File: config.mk
export PLATFORM = sky130hd
export DESIGN_NAME = readout_seq_master
export DESIGN_NICKNAME = d
export VERILOG_FILES = /design/src/rtl/rsm_pkg.sv /design/src/rtl/rsm_prop_table.sv /design/src/rtl/rsm_prog_table.sv /design/src/rtl/rsm_pace.sv /design/src/rtl/readout_seq_master.sv
export SDC_FILE = /design/constraint.sdc
export NUM_CORES = 2
export LEC_CHECK = 0
export BUFFER_PORTS_ARGS = -buffer_cell sky130_fd_sc_hd__buf_2
export CORE_ASPECT_RATIO = 1.1
export CORE_MARGIN = 1.5
export CORE_UTILIZATION = 51
export CTS_CLUSTER_DIAMETER = 200
export CTS_CLUSTER_SIZE = 14
export DETAILED_ROUTE_END_ITERATION = 8
export GPL_TIMING_DRIVEN = 1
export PLACE_DENSITY = 0.67
export SYNTH_ARGS = -nofsm -noshare
export SYNTH_HDL_FRONTEND = slang
export SYNTH_SLANG_ARGS = --single-unit
File: constraint.sdc
create_clock -name clk -period 4.3 [get_ports clk]
set_clock_uncertainty 0.1 [all_clocks]
set_input_delay 0.43 -clock clk [delete_from_list [all_inputs] [get_ports clk]]
set_output_delay 0.43 -clock clk [all_outputs]
set_load 0.1 [all_outputs]
File: src/rtl/rsm_pkg.sv
`timescale 1ns/1ps
// Shared definitions for the readout sequencer master.
// Assumes: nothing beyond IEEE 1800-2017 packages.
package rsm_pkg;
    // Phases of the master controller.
    typedef enum logic [2:0] {
        ST_IDLE,
        ST_FETCH,
        ST_PRESENT,
        ST_STROBE,
        ST_RUN
    } rsm_state_e;
endpackage

File: src/rtl/rsm_prop_table.sv
`timescale 1ns/1ps
// Waveform property table: one length field and one prescale field per type.
// Assumes: the caller gates writes; reads are combinational from flops.
module rsm_prop_table #(
    parameter int WF_DEPTH = 16,
    parameter int LEN_W    = 12,
    parameter int PRE_W    = 8,
    localparam int WF_AW   = $clog2(WF_DEPTH)
) (
    input  logic             clk,
    input  logic             rst_n,
    input  logic             wr_en,
    input  logic [WF_AW-1:0] wr_addr,
    input  logic [LEN_W-1:0] wr_len,
    input  logic [PRE_W-1:0] wr_pre,
    input  logic [WF_AW-1:0] rd_addr,
    output logic [LEN_W-1:0] rd_len,
    output logic [PRE_W-1:0] rd_pre
);
    logic [LEN_W-1:0] len_mem [WF_DEPTH];
    logic [PRE_W-1:0] pre_mem [WF_DEPTH];

    // Clear on reset, then store one record per write strobe.
    always_ff @(posedge clk) begin
        if (!rst_n) begin
            for (int i = 0; i < WF_DEPTH; i++) begin
                len_mem[i] <= '0;
                pre_mem[i] <= '0;
            end
        end else if (wr_en) begin
            len_mem[wr_addr] <= wr_len;
            pre_mem[wr_addr] <= wr_pre;
        end
    end

    // Present the record of the active type.
    always_comb begin
        rd_len = len_mem[rd_addr];
        rd_pre = pre_mem[rd_addr];
    end
endmodule

File: src/rtl/rsm_prog_table.sv
`timescale 1ns/1ps
// Program table: each entry holds a waveform code, a repeat field and an end flag.
// Assumes: the caller gates writes; reads are combinational from flops.
module rsm_prog_table #(
    parameter int SEQ_DEPTH = 64,
    parameter int CODE_W    = 8,
    parameter int REP_W     = 16,
    localparam int SEQ_AW   = $clog2(SEQ_DEPTH)
) (
    input  logic              clk,
    input  logic              rst_n,
    input  logic              wr_en,
    input  logic [SEQ_AW-1:0] wr_addr,
    input  logic [CODE_W-1:0] wr_type,
    input  logic [REP_W-1:0]  wr_rep,
    input  logic              wr_last,
    input  logic [SEQ_AW-1:0] rd_addr,
    output logic [CODE_W-1:0] rd_type,
    output logic [REP_W-1:0]  rd_rep,
    output logic              rd_last
);
    logic [CODE_W-1:0] type_mem [SEQ_DEPTH];
    logic [REP_W-1:0]  rep_mem  [SEQ_DEPTH];
    logic [SEQ_DEPTH-1:0] last_mem;

    // Clear on reset, then store one entry per write strobe.
    always_ff @(posedge clk) begin
        if (!rst_n) begin
            for (int i = 0; i < SEQ_DEPTH; i++) begin
                type_mem[i] <= '0;
                rep_mem[i]  <= '0;
            end
            last_mem <= '0;
        end else if (wr_en) begin
            type_mem[wr_addr] <= wr_type;
            rep_mem[wr_addr]  <= wr_rep;
            last_mem[wr_addr] <= wr_last;
        end
    end

    // Present the entry at the program pointer.
    always_comb begin
        rd_type = type_mem[rd_addr];
        rd_rep  = rep_mem[rd_addr];
        rd_last = last_mem[rd_addr];
    end
endmodule

File: src/rtl/rsm_pace.sv
`timescale 1ns/1ps
// Pacing unit: divides the clock by pre+1 into an enable and counts len+1
// enabled periods, flagging the last cycle of the waveform instance.
// Assumes: clear is asserted in the cycle before run starts.
module rsm_pace #(
    parameter int LEN_W = 12,
    parameter int PRE_W = 8
) (
    input  logic             clk,
    input  logic             rst_n,
    input  logic             clear,
    input  logic             run,
    input  logic [LEN_W-1:0] len,
    input  logic [PRE_W-1:0] pre,
    output logic             ce,
    output logic             wf_end
);
    logic [PRE_W-1:0] pre_cnt;
    logic [LEN_W-1:0] len_cnt;
    logic             period_end;

    assign period_end = run && (pre_cnt == pre);
    assign ce         = run && (pre_cnt == '0);
    assign wf_end     = period_end && (len_cnt == len);

    // Advance the prescale and length counters while the waveform runs.
    always_ff @(posedge clk) begin
        if (!rst_n || clear) begin
            pre_cnt <= '0;
            len_cnt <= '0;
        end else if (run) begin
            if (period_end) begin
                pre_cnt <= '0;
                len_cnt <= (len_cnt == len) ? '0 : len_cnt + LEN_W'(1);
            end else begin
                pre_cnt <= pre_cnt + PRE_W'(1);
            end
        end
    end
endmodule

File: src/rtl/readout_seq_master.sv
`timescale 1ns/1ps
// Readout sequencer master: steps the program table and broadcasts the
// waveform code, a start-of-waveform strobe and a prescaled clock enable.
// Assumes: WF_DEPTH >= 2, SEQ_DEPTH >= 2, log2(WF_DEPTH) <= CODE_W.
module readout_seq_master #(
    parameter int CODE_W    = 8,
    parameter int WF_DEPTH  = 16,
    parameter int LEN_W     = 12,
    parameter int PRE_W     = 8,
    parameter int SEQ_DEPTH = 64,
    parameter int REP_W     = 16,
    localparam int WF_AW    = $clog2(WF_DEPTH),
    localparam int SEQ_AW   = $clog2(SEQ_DEPTH)
) (
    input  logic              clk,
    input  logic              rst_n,
    input  logic              prop_wr_en,
    input  logic [WF_AW-1:0]  prop_wr_addr,
    input  logic [LEN_W-1:0]  prop_wr_len,
    input  logic [PRE_W-1:0]  prop_wr_pre,
    input  logic              prog_wr_en,
    input  logic [SEQ_AW-1:0] prog_wr_addr,
    input  logic [CODE_W-1:0] prog_wr_type,
    input  logic [REP_W-1:0]  prog_wr_rep,
    input  logic              prog_wr_last,
    input  logic              start,
    output logic              busy,
    output logic              done,
    output logic              bc_ce,
    output logic              bc_sow,
    output logic [CODE_W-1:0] bc_code
);
    import rsm_pkg::*;

    localparam logic [SEQ_AW-1:0] LAST_ADDR = SEQ_AW'(SEQ_DEPTH - 1);

    rsm_state_e        state;
    logic [SEQ_AW-1:0] ptr;
    logic [CODE_W-1:0] code_q;
    logic [REP_W-1:0]  rep_left;
    logic              cur_last;
    logic              done_q;

    logic [CODE_W-1:0] ent_type;
    logic [REP_W-1:0]  ent_rep;
    logic              ent_last;
    logic [LEN_W-1:0]  wf_len;
    logic [PRE_W-1:0]  wf_pre;
    logic              wf_end;
    logic              idle;

    assign idle = (state == ST_IDLE);

    rsm_prop_table #(
        .WF_DEPTH (WF_DEPTH),
        .LEN_W    (LEN_W),
        .PRE_W    (PRE_W)
    ) u_prop (
        .clk     (clk),
        .rst_n   (rst_n),
        .wr_en   (prop_wr_en && idle),
        .wr_addr (prop_wr_addr),
        .wr_len  (prop_wr_len),
        .wr_pre  (prop_wr_pre),
        .rd_addr (code_q[WF_AW-1:0]),
        .rd_len  (wf_len),
        .rd_pre  (wf_pre)
    );

    rsm_prog_table #(
        .SEQ_DEPTH (SEQ_DEPTH),
        .CODE_W    (CODE_W),
        .REP_W     (REP_W)
    ) u_prog (
        .clk     (clk),
        .rst_n   (rst_n),
        .wr_en   (prog_wr_en && idle),
        .wr_addr (prog_wr_addr),
        .wr_type (prog_wr_type),
        .wr_rep  (prog_wr_rep),
        .wr_last (prog_wr_last),
        .rd_addr (ptr),
        .rd_type (ent_type),
        .rd_rep  (ent_rep),
        .rd_last (ent_last)
    );

    rsm_pace #(
        .LEN_W (LEN_W),
        .PRE_W (PRE_W)
    ) u_pace (
        .clk    (clk),
        .rst_n  (rst_n),
        .clear  (state == ST_STROBE),
        .run    (state == ST_RUN),
        .len    (wf_len),
        .pre    (wf_pre),
        .ce     (bc_ce),
        .wf_end (wf_end)
    );

    // Sequence through fetch, present, strobe and run for every program entry.
    always_ff @(posedge clk) begin
        if (!rst_n) begin
            state    <= ST_IDLE;
            ptr      <= '0;
            code_q   <= '0;
            rep_left <= '0;
            cur_last <= 1'b0;
            done_q   <= 1'b0;
        end else begin
            done_q <= 1'b0;
            unique case (state)
                ST_IDLE: begin
                    if (start) begin
                        ptr   <= '0;
                        state <= ST_FETCH;
                    end
                end
                ST_FETCH: begin
                    code_q   <= ent_type;
                    rep_left <= ent_rep;
                    cur_last <= ent_last || (ptr == LAST_ADDR);
                    state    <= ST_PRESENT;
                end
                ST_PRESENT: state <= ST_STROBE;
                ST_STROBE:  state <= ST_RUN;
                ST_RUN: begin
                    if (wf_end) begin
                        if (rep_left != '0) begin
                            rep_left <= rep_left - REP_W'(1);
                            state    <= ST_STROBE;
                        end else if (cur_last) begin
                            done_q <= 1'b1;
                            state  <= ST_IDLE;
                        end else begin
                            ptr   <= ptr + SEQ_AW'(1);
                            state <= ST_FETCH;
                        end
                    end
                end
                default: state <= ST_IDLE;
            endcase
        end
    end

    assign busy    = !idle;
    assign done    = done_q;
    assign bc_sow  = (state == ST_STROBE);
    assign bc_code = code_q;
endmodule

# Word level (Yosys, flattened, before mapping)
# Memories as Yosys holds them, arrays and structs flattened. A register that Yosys moved wholly into a read port is not among the register bits.
# Cells that the tools add are included.
# Widths: inputs -> output; s select.
# totals
ram_bits	1856
word_cells	101
n_memories	4
regBits	111
in_bits	60
output_inout_bits	12
# op_classes
n_mux	42
n_eq_ne	12
n_addsub	4
reduce_logical	25
order_cmp	3
bitwise	3
# memory_table
name	words	word_bits	read_ports	rd_ports_with_merged_regs	write_ports	line	text
u_prog.rep_mem	64	16	1	1	64	rsm_prog_table.sv:23	logic [REP_W-1:0] rep_mem [SEQ_DEPTH];
u_prog.type_mem	64	8	1	1	64	rsm_prog_table.sv:22	logic [CODE_W-1:0] type_mem [SEQ_DEPTH];
u_prop.len_mem	16	12	1	0	16	rsm_prop_table.sv:20	logic [LEN_W-1:0] len_mem [WF_DEPTH];
u_prop.pre_mem	16	8	1	0	16	rsm_prop_table.sv:21	logic [PRE_W-1:0] pre_mem [WF_DEPTH];
# ops
cell	n
$bwmux 64	1
$mux 16	3
$mux 6	8
$pmux 16 s2	1
$mux 12	2
$mux 8	3
$reduce_bool 16->1	1
$reduce_or 16->1	1
$reduce_or 8->1	2
$sub 16x1->16 const B	1
$mux 1	15
$pmux 3 s5	1
$lt 6x7->1 const B	2
$add 12x1->12 const B	1
$eq 12x12->1	1
$pmux 6 s2	1
$reduce_or 12->1	1
$ne 2x2->1 const B	5
$add 8x1->8 const B	1
$eq 8x8->1	1
$logic_not 8->1	1
$mux 4	2
$add 6x1->6 const B	1
$bmux 1 s6	1
18 further kinds	32

# Depth between registers and ports, before layout
# An unclocked memory read counts as a cell.
# depth
ltp_word	8
mapped_depth	15
ltp_nobuf	11

# Modules after synthesis
# Synthesis repeated with hierarchy kept, for this count alone.
# hier_totals
hier_cells	6263
hier_area_um2	91366.4
# by_module_without_submodules
mod	seq_area_each_um2	area_each_um2	cells_each	n_inst
rsm_prog_table	47405.5	73287.8	4928	1
rsm_prop_table	9609.2	14441.4	903	1
readout_seq_master	700.7	2284.7	276	1
rsm_pace	400.4	1352.5	156	1

# Least setup slack after synthesis
# Ideal clock, no wire load.
# synth_timing
path_type	register -> output
startpoint	reg state[2]
endpoint	out bc_ce
path_buffers	3
arrival_ns	3.987
slack_ns	-0.217
required_ns	3.770
stages_incl_launch_ff	7
path_cell_list	dfxtp_1 -> clkbuf_1 -> and2_1 -> clkbuf_1 -> clkbuf_1 -> nand2_1 -> nor4_1
# synth_via
elab_chain_cells	2
# synth_rtl
element	line	text
start: declaration	readout_seq_master.sv:37	rsm_state_e state;
start signal: assignment	readout_seq_master.sv:105	state <= ST_IDLE;
start signal: assignment	readout_seq_master.sv:117	state <= ST_FETCH;
start signal: assignment	readout_seq_master.sv:124	state <= ST_PRESENT;
$eq 3x3->1	readout_seq_master.sv:95	.run (state == ST_RUN),
$logic_and 1x1->1	rsm_pace.sv:23	assign ce = run && (pre_cnt == '0);
end: declaration	readout_seq_master.sv:29	output logic bc_ce,
# No other way between the ends.

# Final worst setup path
# layout_timing
startpoint	reg code_q[1], in the netlist bc_code[1], read port of u_prog.type_mem
endpoint	reg ptr[5]
# layout_via
elab_chain_cells	6
word_cells_on_any_way	8
cone_classes	eq/ne: 3; reduce/logical: 3; memory: 2
# layout_rtl
element	line	text
start: declaration	readout_seq_master.sv:39	logic [CODE_W-1:0] code_q;
$mem_v2 16x8	-	
$eq 8x8->1	rsm_pace.sv:22	assign period_end = run && (pre_cnt == pre);
$logic_and 1x1->1	rsm_pace.sv:22	
$logic_and 1x1->1 (*)	rsm_pace.sv:24	assign wf_end = period_end && (len_cnt == len);
$ne 2x2->1 (no source line) (*)	-	
$reduce_and 5->1 (no source line) (*)	-	
end signal: assignment	readout_seq_master.sv:137	ptr <= ptr + SEQ_AW'(1);
end: declaration	readout_seq_master.sv:38	logic [SEQ_AW-1:0] ptr;
# Every way passes the cells marked *; elsewhere a longest branch is shown, timed or not.
# A chain may end at the register's enable or synchronous reset.

==> results.toml <==
[worst_setup_path]
timing_worst_setup_path_type = "flip-flop to flip-flop"
crit_path_end_kind = "flip-flop"
reg2reg_slack_ns = 0.26
worst_ep_required_time_ns = 4.92
critical_path_arrival_ns = 4.66
critical_path.startpoint_type = "flip-flop"
worst-path-max-fanout = 37

[placed_design]
place.port_buffers = 71
dpl.hpwl_um = 156000
placement.cell_area_sq_um = 94600
dp.cells = 8111
gpl.final_weighted_congestion = 0.924

[final_layout]
final_layout_size_suffix_gt1_share_pct = 20.8
most_common_cell_after_layout_fill_and_taps_aside = "and2_1"
most-common-layout-cells = "and2_1 (1866), edfxtp_1 (1856), mux4_2 (554)"
design.final.nets = 5992
final_design_area_no_fill_sq_um = 99400
area_growth_syn_to_layout_pct = 10.2
fin_util_pct = 56.7
post_layout_nonfiller_instances = 8412

[sta]
timing.fmax_ghz = 0.247
rsz0062_at_grt = "false"
max_slew_margin_pct = 8.93
setup_viol = 0
final_period_minus_worst_setup_slack_ns = 4.04
final.setup.tns_ns = 0
finalHoldViolations = 0
final_max_slew_viol_count = 0
finalCritPeriodShare_pct = 94.0
transition_time_at_the_pin_with_the_least_slew_margin_ns = 1.37

[logic_synthesis]
syn-cell-area_sq_um = 90300
synth_top_area_cell = "edfxtp_1"
count_of_flip_flops_with_a_built_in_enable_after_synthesis = 1856
synth_flop_cell = "edfxtp_1"
synthArstFlopShare_pct = 0
synth.lib_cells_used.distinct = 69
yosysSeqAreaShare_pct = 64.5
netlist_top_cells_area = "edfxtp_1 (62%), mux4_2 (14%), and2_1 (13%)"
synthesis.nets = 5987
synth_top_cell_area_share_pct = 61.7
yosys_warnings = 0
postSynthCellCount = 5922
ys_seq_elements = 1981
syn_avg_cell_area_sq_um = 15.2

[hold_path]
min_path_type = "input port to flip-flop"

[clocking]
cts_tree = "yes"
cts.root.buffer_cell = "clkbuf_16"
worst_setup_hold_path_clk_slew_ns = 0.07
postCtsSetupBuffers = 0
cts_inserted_buffers = 159
cts_sinks = 1981
worst_skew_pair.late_latency_ns = 0.84
h-tree-depth = 4
max-clock-path-buffers = 3

[routing]
ant_nets = 0
post_drt_wl_per_cell_um = 29.7
first_pass_iters = 6
routed_via_count = 50700
post-route-drc-count = 0
first_iter_violations = 5575
wirelength_um = 250000
viasPerCell = 6.03

[global_routing]
grt_antenna_before_repair = 27
via_count_of_the_first_global_routing_pass = 51100
largest_net_degree_at_the_start_of_global_routing = 65
grt_pass1_wl_um = 361000
grt_use_total_pct = 28.0
final_global_route_overflow_total = 0

[die]
design.die.area_sq_um = 180000
i_o_pins = 72
initial_utilization_pct = 51.5
rows = 161
die-width_um = 404
design.core.area_sq_um = 175000
chipHeight_um = 444

[run_status]
status = "finished, final reports clean"

[pwr]
peakVddDrop_uv = 416
power.leakage_nw = 35.0
power-per-cell-area_nw_per_um2 = 385
power.total_mw = 38.3

[flow_run]
drv.max_cap_violation_count = 0
where the power goes:
group          switching, mW  internal [mW]
sequential             0.224           21.7
clock                   6.95           7.05
combinational           1.66          0.703
through the flow:
| stage | setup WS (ns) | hold WS (ns) |
|---|---|---|
| floorplan | 0.00132 | 0.342 |
| global placement | 0.359 | 0.351 |
| detailed placement | 0.322 | 0.359 |
| CTS | 0.300 | 0.000202 |
| global route | 0.0886 | 0.0383 |
| finish | 0.258 | 0.0553 |
per-layer routing:
metal,track usage (%),share of wire [%],wire length [um],up-vias
li1,-,-,-,21700
met1,36.9,38,95500,26300
met2,45.8,49,123000,2191
met3,5.14,8.0,20000,450
met4,12.2,4.6,11600,28
met5,0,0.078,194,-
registers in the layout, summed over array words and instances (netlist names), named ones only:
| register | flops |
|---|---|
| u_pace.len_cnt | 12 |
| rep_left | 16 |
| cur_last | 1 |
| bc_code | 8 |
| u_prog.type_mem | 512 |
| ptr | 6 |
| done | 1 |
| u_prog.last_mem | 64 |
| u_prog.rep_mem | 1024 |
| u_pace.pre_cnt | 8 |
| state | 3 |
| u_prop.pre_mem | 128 |
| u_prop.len_mem | 192 |
critical path, cell delays in order, from the launching register on:
cell and delay [ns]:
dfxtp_4 0.76, buf_4 0.38, mux2_2 0.37, o22ai_1 0.18
a221oi_1 0.08, xor2_1 0.16, o41ai_1 0.31, o211ai_1 0.40
nor3_4 0.45, buf_4 0.28, nand4_1 0.14, a31o_1 0.31
cells in the mapped netlist (all sizes together), types with 4 or more instances:
| master | count |
|---|---|
| edfxtp | 1856 |
| and3 | 13 |
| or2 | 10 |
| mux4 | 554 |
| o211ai | 6 |
| a221oi | 6 |
| nand2b | 14 |
| nand3 | 27 |
| a311oi | 6 |
| mux2 | 21 |
| and2 | 1866 |
| nand3b | 10 |
| nor2b | 10 |
| nor4 | 15 |
| nand2 | 135 |
| nor2 | 119 |
| o21ai | 161 |
| o22ai | 21 |
| a31o | 4 |
| nor3 | 36 |
| xor2 | 28 |
| mux2i | 98 |
| ha | 5 |
| or3 | 14 |
| nand4 | 20 |
| dfxtp | 125 |
| a31oi | 5 |
| inv | 77 |
| a21oi | 21 |
| xnor2 | 15 |
| clkbuf | 458 |
| or3b | 4 |
| a22oi | 19 |
| buf | 96 |
cell type report:
class / instances / area [sq um]
sequential: 1981 / 58300
fill: 13600 / 76000
antenna: 4 / 10.0
clock buffer: 264 / 4390
tap: 2363 / 2960
timing repair buffer: 398 / 3260
clock inverter: 15 / 268
multi-input combinational: 3307 / 30000
inverter: 80 / 303
cell families after synthesis:
group	after synthesis	share of synthesized area, %
AO/OA/AOI/OAI	280	1.85
XOR/XNOR	43	0.417
adder cells (fa/ha/maj)	5	0.0693
buffers and inverters	634	2.70
flip-flops	1981	64.5
multiplexers	673	15.2
AND/OR/NAND/NOR	2306	15.3
timing repair:
| action | 4_1_cts | 5_1_grt |
|---|---|---|
| hold endpoints to repair | 201 | 0 |
| resized for setup | 0 | 0 |
| endpoints found under the setup margin | 0 | 0 |
| hold buffers | 18 | 0 |
final timing paths:
| path | startpoint | endpoint | cells after the start |
|---|---|---|---|
| setup / recovery | bc_code[1] | ptr[5] | 11 |
| hold / removal | prop_wr_len[11] | u_prop.len_mem[15][11] | 2 |
| setup reg to reg | bc_code[1] | ptr[5] | 11 |
| hold reg to reg | u_prog.last_mem[24] | u_prog.last_mem[24] | 2 |
(Power assumes the default switching activity.)
